## src/rtl/cs_port_pkg.sv

```systemverilog
package cs_port_pkg;
  typedef enum logic [1:0] {
    FN_GPIO = 2'b00,
    FN_RD   = 2'b01,
    FN_WR   = 2'b10,
    FN_RW   = 2'b11
  } fn_e;

  localparam int FIELD_W = 4;  // per-pin control nibble: {fn[1:0], cmp[1:0]}
endpackage

```

## src/rtl/cs_port_regs.sv

```systemverilog
module cs_port_regs
  import cs_port_pkg::*;
#(
  parameter int NPINS = 4,
  parameter int AW    = 16,
  parameter int DW    = 8,
  parameter int RAW   = 4
) (
  input  logic                  clk,
  input  logic                  rst,
  input  logic                  we,
  input  logic [RAW-1:0]        addr,
  input  logic [DW-1:0]         wdata,
  output logic [NPINS*AW-1:0]   base_o,
  output logic [NPINS*FIELD_W-1:0] ctl_o,
  output logic [NPINS-1:0]      pol_o,
  output logic [NPINS-1:0]      lat_o
);
  localparam int BPP      = AW / DW;
  localparam int CTL_BASE = NPINS * BPP;
  localparam int NCTL     = (NPINS * FIELD_W) / DW;
  localparam int POL_ADDR = CTL_BASE + NCTL;
  localparam int LAT_ADDR = POL_ADDR + 1;

  logic [NPINS*AW-1:0]      base_q;
  logic [NPINS*FIELD_W-1:0] ctl_q;
  logic [NPINS-1:0]         pol_q;
  logic [NPINS-1:0]         lat_q;

  always_ff @(posedge clk) begin
    if (rst) begin
      base_q <= '0;
      ctl_q  <= '0;
      pol_q  <= '0;
      lat_q  <= '1;
    end else if (we) begin
      for (int i = 0; i < NPINS; i++) begin
        for (int k = 0; k < BPP; k++) begin
          if (addr == RAW'(i * BPP + k)) base_q[i*AW + k*DW +: DW] <= wdata;
        end
      end
      for (int c = 0; c < NCTL; c++) begin
        if (addr == RAW'(CTL_BASE + c)) ctl_q[c*DW +: DW] <= wdata;
      end
      if (addr == RAW'(POL_ADDR)) pol_q <= wdata[NPINS-1:0];
      if (addr == RAW'(LAT_ADDR)) lat_q <= wdata[NPINS-1:0];
    end
  end

  assign base_o = base_q;
  assign ctl_o  = ctl_q;
  assign pol_o  = pol_q;
  assign lat_o  = lat_q;


  reset_state_chk: assert property (@(posedge clk) disable iff (rst)
    $past(rst) |-> (lat_q == '1 && pol_q == '0 && ctl_q == '0 && base_q == '0));


  pol_write_chk: assert property (@(posedge clk) disable iff (rst)
    (we && addr == RAW'(POL_ADDR)) |=> (pol_q == $past(wdata[NPINS-1:0])));


  pol_hold_chk: assert property (@(posedge clk) disable iff (rst)
    !(we && addr == RAW'(POL_ADDR)) |=> $stable(pol_q));
endmodule

```

## src/rtl/cs_port_match.sv

```systemverilog
module cs_port_match
  import cs_port_pkg::*;
#(
  parameter int AW = 16
) (
  input  logic          clk,
  input  logic          rst,
  input  logic [AW-1:0] addr,
  input  logic          rd,
  input  logic          wr,
  input  logic [AW-1:0] base,
  input  logic [1:0]    fn,
  input  logic [1:0]    cmp,
  input  logic          pol,
  input  logic          lat,
  output logic          pin_o
);
  localparam int HALF = AW / 2;

  logic [AW-1:0] mask;
  logic          hit;
  logic          act;

  always_comb begin
    case (cmp)
      2'b00:   mask = '1;
      2'b01:   mask = {{(AW-1){1'b1}}, 1'b0};
      2'b10:   mask = {{(AW-2){1'b1}}, 2'b00};
      default: mask = {{(AW-HALF){1'b1}}, {HALF{1'b0}}};
    endcase
  end

  assign hit   = ((addr ^ base) & mask) == '0;
  assign act   = hit & ((fn[0] & rd) | (fn[1] & wr));
  assign pin_o = (fn == FN_GPIO) ? lat : ~(act ^ pol);


  rd_only_idle_chk: assert property (@(posedge clk) disable iff (rst)
    (fn == FN_RD && !rd) |-> (pin_o == !pol));


  wr_only_idle_chk: assert property (@(posedge clk) disable iff (rst)
    (fn == FN_WR && !wr) |-> (pin_o == !pol));


  strobe_idle_chk: assert property (@(posedge clk) disable iff (rst)
    (fn != FN_GPIO && !rd && !wr) |-> (pin_o == !pol));
endmodule

```

## src/rtl/cs_port.sv

```systemverilog
module cs_port
  import cs_port_pkg::*;
#(
  parameter int NPINS = 4,
  parameter int AW    = 16,
  parameter int DW    = 8,
  parameter int RAW   = 4
) (
  input  logic           clk,
  input  logic           rst,
  input  logic           reg_we,
  input  logic [RAW-1:0] reg_addr,
  input  logic [DW-1:0]  reg_wdata,
  input  logic [AW-1:0]  bus_addr,
  input  logic           bus_rd,
  input  logic           bus_wr,
  output logic [NPINS-1:0] pin_o
);
  logic [NPINS*AW-1:0]      base;
  logic [NPINS*FIELD_W-1:0] ctl;
  logic [NPINS-1:0]         pol;
  logic [NPINS-1:0]         lat;

  cs_port_regs #(.NPINS(NPINS), .AW(AW), .DW(DW), .RAW(RAW)) u_regs (
    .clk(clk), .rst(rst), .we(reg_we), .addr(reg_addr), .wdata(reg_wdata),
    .base_o(base), .ctl_o(ctl), .pol_o(pol), .lat_o(lat)
  );

  for (genvar p = 0; p < NPINS; p++) begin : g_pin
    cs_port_match #(.AW(AW)) u_match (
      .clk(clk), .rst(rst),
      .addr(bus_addr), .rd(bus_rd), .wr(bus_wr),
      .base(base[p*AW +: AW]),
      .fn(ctl[p*FIELD_W+2 +: 2]),
      .cmp(ctl[p*FIELD_W +: 2]),
      .pol(pol[p]), .lat(lat[p]),
      .pin_o(pin_o[p])
    );
  end
endmodule

```

## config.mk

```make
export PLATFORM = sky130hd
export DESIGN_NAME = cs_port
export DESIGN_NICKNAME = d
export VERILOG_FILES = /design/src/rtl/cs_port_pkg.sv /design/src/rtl/cs_port_regs.sv /design/src/rtl/cs_port_match.sv /design/src/rtl/cs_port.sv
export SDC_FILE = /design/constraint.sdc
export NUM_CORES = 1
export LEC_CHECK = 0
export CAP_MARGIN = 25
export CORE_MARGIN = 1
export CORE_UTILIZATION = 58
export DETAILED_ROUTE_END_ITERATION = 8
export PLACE_DENSITY = 0.8
export SLEW_MARGIN = 20
export SYNTH_ARGS = -nofsm -noshare
export SYNTH_HDL_FRONTEND = slang
export SYNTH_SLANG_ARGS = --single-unit
```

## constraint.sdc

```tcl
create_clock -name clk -period 2.99 [get_ports clk]
set_input_delay 0.598 -clock clk [delete_from_list [all_inputs] [get_ports clk]]
set_output_delay 0.598 -clock clk [all_outputs]
set_load 0.1 [all_outputs]
```

==> results.ini, run 1 <==
[placed_design]
dp.cells = 575
place_hpwl_mm = 7.19
gp_congestion = 0.818
dpl_cell_area_sq_um = 4820
place.port_buffers = 36
dp_slack_ns = -0.323

[detailed_routing]
vias_per_cell = 5.64
vias = 3325
drtPass1Iterations = 7
drt_iter0_markers = 205
postRouteAntennaNets = 0
drc = 0
drt_wl_total_mm = 10.5
wire_per_inst_um = 17.7

[synthesis]
synth-xor-area-share_pct = 13.4
synthDistinctLibCells = 35
yosys.area_share.simple_pct = 15.2
syn_inst = 456
synth_compound_area_share_pct = 5.19
yosysWarnings = 0
seq_area_frac_synth_pct = 41.1
ys_ff_latch = 88
synth_top_cell_by_area = dfxtp_1
synth_top_family_by_area = multiplexers
synth_top_area_share_pct = 41.1
synth.area.mux_share_pct = 20.3
syn_avg_cell_area_sq_um = 9.40
syn_area_sq_um = 4290
synthAdderAreaFrac_pct = 0
synth.area.top_cells = dfxtp_1, mux2i_1, xnor2_1
synth_nets = 489

[hold_path]
holdPathStages = 2
min_from = u_regs.base_o[52]
hold_end = u_regs.base_o[52]
min_path_type = flip-flop to flip-flop

[worst_setup_path]
critPathRequiredTime_ns = 2.39
worstPathArrival_ns = 2.36
worstSetupStartpoint = bus_addr[0]
worstReg2RegStart = u_regs.lat_o[3]
worstSetupPathType = input pin to output port
r2r-end = u_regs.lat_o[3]
ff2ff_path_depth = 2
cp-start-kind = input pin
r2r_slack_ns = 2.17
critPathMaxFanout = 2
end_kind = output port

[global_route]
antenna_found_initial = 0
grt_pass1_vias = 3194
grt_start_max_net_pins = 32
overflow = 0
grt_pass1_wl_mm = 16.2
track_usage_pct = 28.4

[flow_run]
cap_violations = 0

[timing]
rsz0062_at_grt = no
slew_headroom_pct = 58.0
tns_ns = 0
hold_viol_final = 0
hold_slack_ns = 0.525
setup_slack_ns = 0.0315
fin_crit_sh_pct = 98.9
tightest_slew_ns = 0.628
fin_skew_ns = 0
fmax_mhz = 338
maxSlewViolCount = 0
layout_min_cycle_time_ns = 2.96
timing.final.setup_violations = 0

[cells_and_area]
multi_input_area_sq_um = 2470
diodes = 0
nFillCells = 532
fin_nets = 522
fin_area_sq_um = 5160
seqCellArea_sq_um = 1760
layout.cells.non_filler = 590
drive_gt1_share_pct = 17.0
fin_util_pct = 73.9
syn2layout_area_growth_pct = 20.3

[floorplanning]
rows = 30
core_sq_um = 6980
dieArea_sq_um = 7740
ios = 37
die_x_um = 88.0
initial_utilization_pct = 61.4
dieHeight_um = 88.0

[clocking]
clock_path_buffers = 2
cts_root_buf = clkbuf_8
cts_num_sinks = 88
htreeDepth = 3
cts_tree = done
clkTransAtPathRegs_ns = 0.08
clk_latency_ns = 0.35
cts_buffers = 9

[run_status]
status = finished, final reports clean

[pwr]
finalPower_mw = 2.35
pwr_density_cell_nw_per_um2 = 456
p_leak_nw = 2.06
peakVddDrop_mv = 0.302

[layer usage]
metal  track usage [%]  routed length, um
met1              38.5               4630
met2              45.4               5040
met3              4.34                558
met4              11.5                236
met5                 0                  0
[Yosys cell counts]
library cell / count
a22o_1: 1
nor2_2: 4
nor2b_1: 5
buf_6: 4
xnor2_2: 2
o21ai_0: 3
a211oi_1: 3
nor3_1: 1
o211ai_1: 3
or3_1: 5
nor4_1: 7
a22oi_1: 3
o311ai_1: 1
clkbuf_1: 30
o21a_1: 1
xor2_1: 7
nand3b_1: 4
nor3b_1: 1
o31ai_1: 4
nand3_1: 1
xnor2_1: 55
nor2_1: 95
a211o_1: 4
buf_4: 4
dfxtp_1: 88
buf_2: 2
o2bb2ai_1: 3
a21oi_1: 3
nand2_1: 9
nand4_1: 10
a32oi_1: 1
mux2i_1: 87
buf_1: 2
nand2b_1: 2
or4_1: 1
[layout by cell type, fill, tap and decap left out, types with 9 or more instances in the layout]
cell	count
nor2_1	95
dfxtp_1	88
mux2i_1	87
xnor2_1	43
buf_4	21
xnor2_2	14
clkdlybuf4s50_1	13
clkbuf_8	12
nand4_1	10
nand2_1	9
[layout make-up]
type	instances	area share [%]
Timing Repair Buffer	64	11.4
Multi-Input combinational cell	326	47.9
Clock inverter	4	0.994
Tap cell	96	2.33
Clock buffer	12	3.20
Sequential cell	88	34.1
[state kept, by name, summed over array words and instances, names as in the netlist]
| name | flops |
|---|---|
| u_regs.base_o | 64 |
| u_regs.ctl_o | 16 |
| u_regs.pol_o | 4 |
| u_regs.lat_o | 4 |
[cell families (layout without fill, tap and decap cells)]
logic type / count (synthesis) / in the layout
xor gates and xnor gates: 64 / 64
buffers and inverters: 42 / 80
muxes: 87 / 87
and+or+nand+nor: 145 / 145
AOI/OAI and AO/OA: 30 / 30
DFF: 88 / 88
[how the worst max path moves through the flow]
stage | end | slack, ns | cells past startpoint
2_1_floorplan | pin_o[3] | 0.22 | 7
3_3_place_gp | pin_o[3] | -0.31 | 8
3_5_place_dp | pin_o[3] | -0.32 | 8
4_1_cts | pin_o[1] | -0.0003 | 10
5_1_grt | pin_o[3] | 0.005 | 8
6_report | pin_o[3] | 0.03 | 8
[worst max-delay path: stages]
cell and delay, ns:
clkdlybuf4s15_2 0.22, xnor2_2 0.15, o311ai_2 0.14, or4_4 0.55, o21a_1 0.21, o31ai_2 0.17, buf_4 0.15, buf_12 0.16
[what timing repair did]
action                     CTS  global route
buffers inserted             0             0
hold buffers                 0             0
gates resized for setup     40            26
pin swaps                   20            11
setup endpoints to repair    4             4
[power by group]
part,total [mW],switching [mW],internal [mW]
Clock,0.874,0.419,0.455
Sequential,1.20,0.0133,1.19
Combinational,0.279,0.154,0.126
Power figures use the tool's default switching activity.
==> inputs of run 2 (changes only) <==
--- a/config.mk
+++ b/config.mk
@@ -7,9 +7,10 @@
 export LEC_CHECK = 0
 export CAP_MARGIN = 25
 export CORE_MARGIN = 1
-export CORE_UTILIZATION = 58
+export CORE_UTILIZATION = 63
 export DETAILED_ROUTE_END_ITERATION = 8
-export PLACE_DENSITY = 0.8
+export DONT_BUFFER_PORTS = 1
+export PLACE_DENSITY_LB_ADDON = 0.05
 export SLEW_MARGIN = 20
 export SYNTH_ARGS = -nofsm -noshare
 export SYNTH_HDL_FRONTEND = slang
==> results.ini, run 2 (synthesis gave the netlist of run 1 again) <==
[floorplanning]
dieArea_sq_um = 7140
initial_utilization_pct = 66.4
ios = 37
rows = 29
dieHeight_um = 84.5
die_x_um = 84.5
core_sq_um = 6460

[global_route]
track_usage_pct = 29.2
grt_pass1_vias = 2981
overflow = 0
antenna_found_initial = 0
grt_pass1_wl_mm = 15.7
grt_start_max_net_pins = 89

[clocking]
postCtsHoldBufs = 0
htreeDepth = 3
clk_latency_ns = 0.34
cts_resized = 0
cts_tree = done
cts_buffers = 9
cts_root_buf = clkbuf_8
clkTransAtPathRegs_ns = 0.09
cts_setup_buffers = 0
cts_num_sinks = 88
clock_path_buffers = 2

[worst_setup_path]
ff2ff_path_depth = 2
worstSetupPathType = flip-flop to output port
cpPeakStageDelay_ns = 0.55
critPathRequiredTime_ns = 2.39
cp_cell_sequence = xnor2_2 > o311ai_1 > or4_1 > o21a_1 > o31ai_4 > buf_12
critPathSlowestCell = or4_1
critPathMaxFanout = 2
end_kind = output port
worstPathArrival_ns = 2.23
cp-start-kind = flip-flop

[detailed_routing]
drc = 1
vias_per_cell = 5.90
vias = 3037
drtPass1Iterations = 7
drt_iter0_markers = 331
wire_per_inst_um = 19.0
postRouteAntennaNets = 0
drt_wl_total_mm = 9.79

[cells_and_area]
final_cell_mix = nor2_1, dfxtp_1, mux2i_1
final_common_cell = nor2_1
syn2layout_area_growth_pct = 5.95
diodes = 0
drive_gt1_share_pct = 7.76
fin_nets = 466
largest_reg_flops = 64
fin_area_sq_um = 4540

[timing]
tns_ns = 0
layout_min_cycle_time_ns = 2.83
maxSlewViolCount = 0
fin_skew_ns = 0
hold_viol_final = 0
slew_headroom_pct = 55.8
fin_crit_sh_pct = 94.6
timing.final.setup_violations = 0
rsz0062_at_grt = no
tightest_slew_ns = 0.663
fmax_mhz = 353

[run_status]
status = complete, but fails checks
failed_checks = DRC

[placed_design]
gp_congestion = 0.867
place.port_buffers = 0
place_hpwl_mm = 6.84
dpl_cell_area_sq_um = 4340

[pwr]
pwr_density_cell_nw_per_um2 = 481
peakVddDrop_mv = 0.334
p_leak_nw = 1.74

[hold_path]
min_path_type = input pin to flip-flop
holdPathStages = 1

[flow_run]
cap_violations = 0

## run 2: final timing paths
| check | slack [ns] | end | from |
|---|---|---|---|
| setup / recovery | 0.16 | pin_o[3] | u_regs.base_o[60] |
| hold / removal | 0.31 | u_regs.base_o[55] | rst |
| setup reg to reg | 2.13 | u_regs.lat_o[1] | u_regs.lat_o[1] |
| hold reg to reg | 0.52 | u_regs.base_o[55] | u_regs.base_o[55] |
## run 2: critical path: cells and delay by family (launching register included)
kind | cells | cell delay [ns]
compound gates | 3 | 0.60
xor+xnor | 1 | 0.13
buf+inv | 1 | 0.21
flops | 1 | 0.40
simple gates | 1 | 0.55
## run 2: layer usage
layer  part of all wire [%]  vias to the layer above  routed length (um)  track usage [%]
met4                    1.8                        0                 181             9.24
met5                      0                        -                   0                0
li1                       -                     1487                   -                -
met2                     46                       90                4470             46.2
met3                    6.0                       12                 585             7.47
met1                     46                     1448                4550             39.3
## run 2: cell type report
class,count,area (sq um)
clock buffers,10,138
well taps,77,96.3
repair buffers,8,110
multi-input cells,326,2370
fillers,530,1920
clock inverters,6,65.1
flip-flops and latches,88,1760
## run 2: per-stage QoR
stage	cells	power, mW	setup slack, ns	utilization (%)	hold slack [ns]
final	515	2.19	0.160	70.3	0.308
after global routing	515	2.25	0.0489	70.3	0.292
after CTS	515	2.20	0.151	70.3	0.301
after detailed placement	499	1.37	0.300	67.2	0.505
after global placement	499	1.37	0.300	67.2	0.496
after floorplan	456	1.39	0.215	-	0.481
## run 2: where the power goes
group | switching (mW) | leakage (nW) | total, mW | internal, mW
Clock | 0.433 | 0.103 | 0.846 | 0.413
Combinational | 0.0665 | 0.929 | 0.142 | 0.0756
Sequential | 0.0129 | 0.711 | 1.20 | 1.19
Total | 0.513 | 1.74 | 2.19 | 1.67
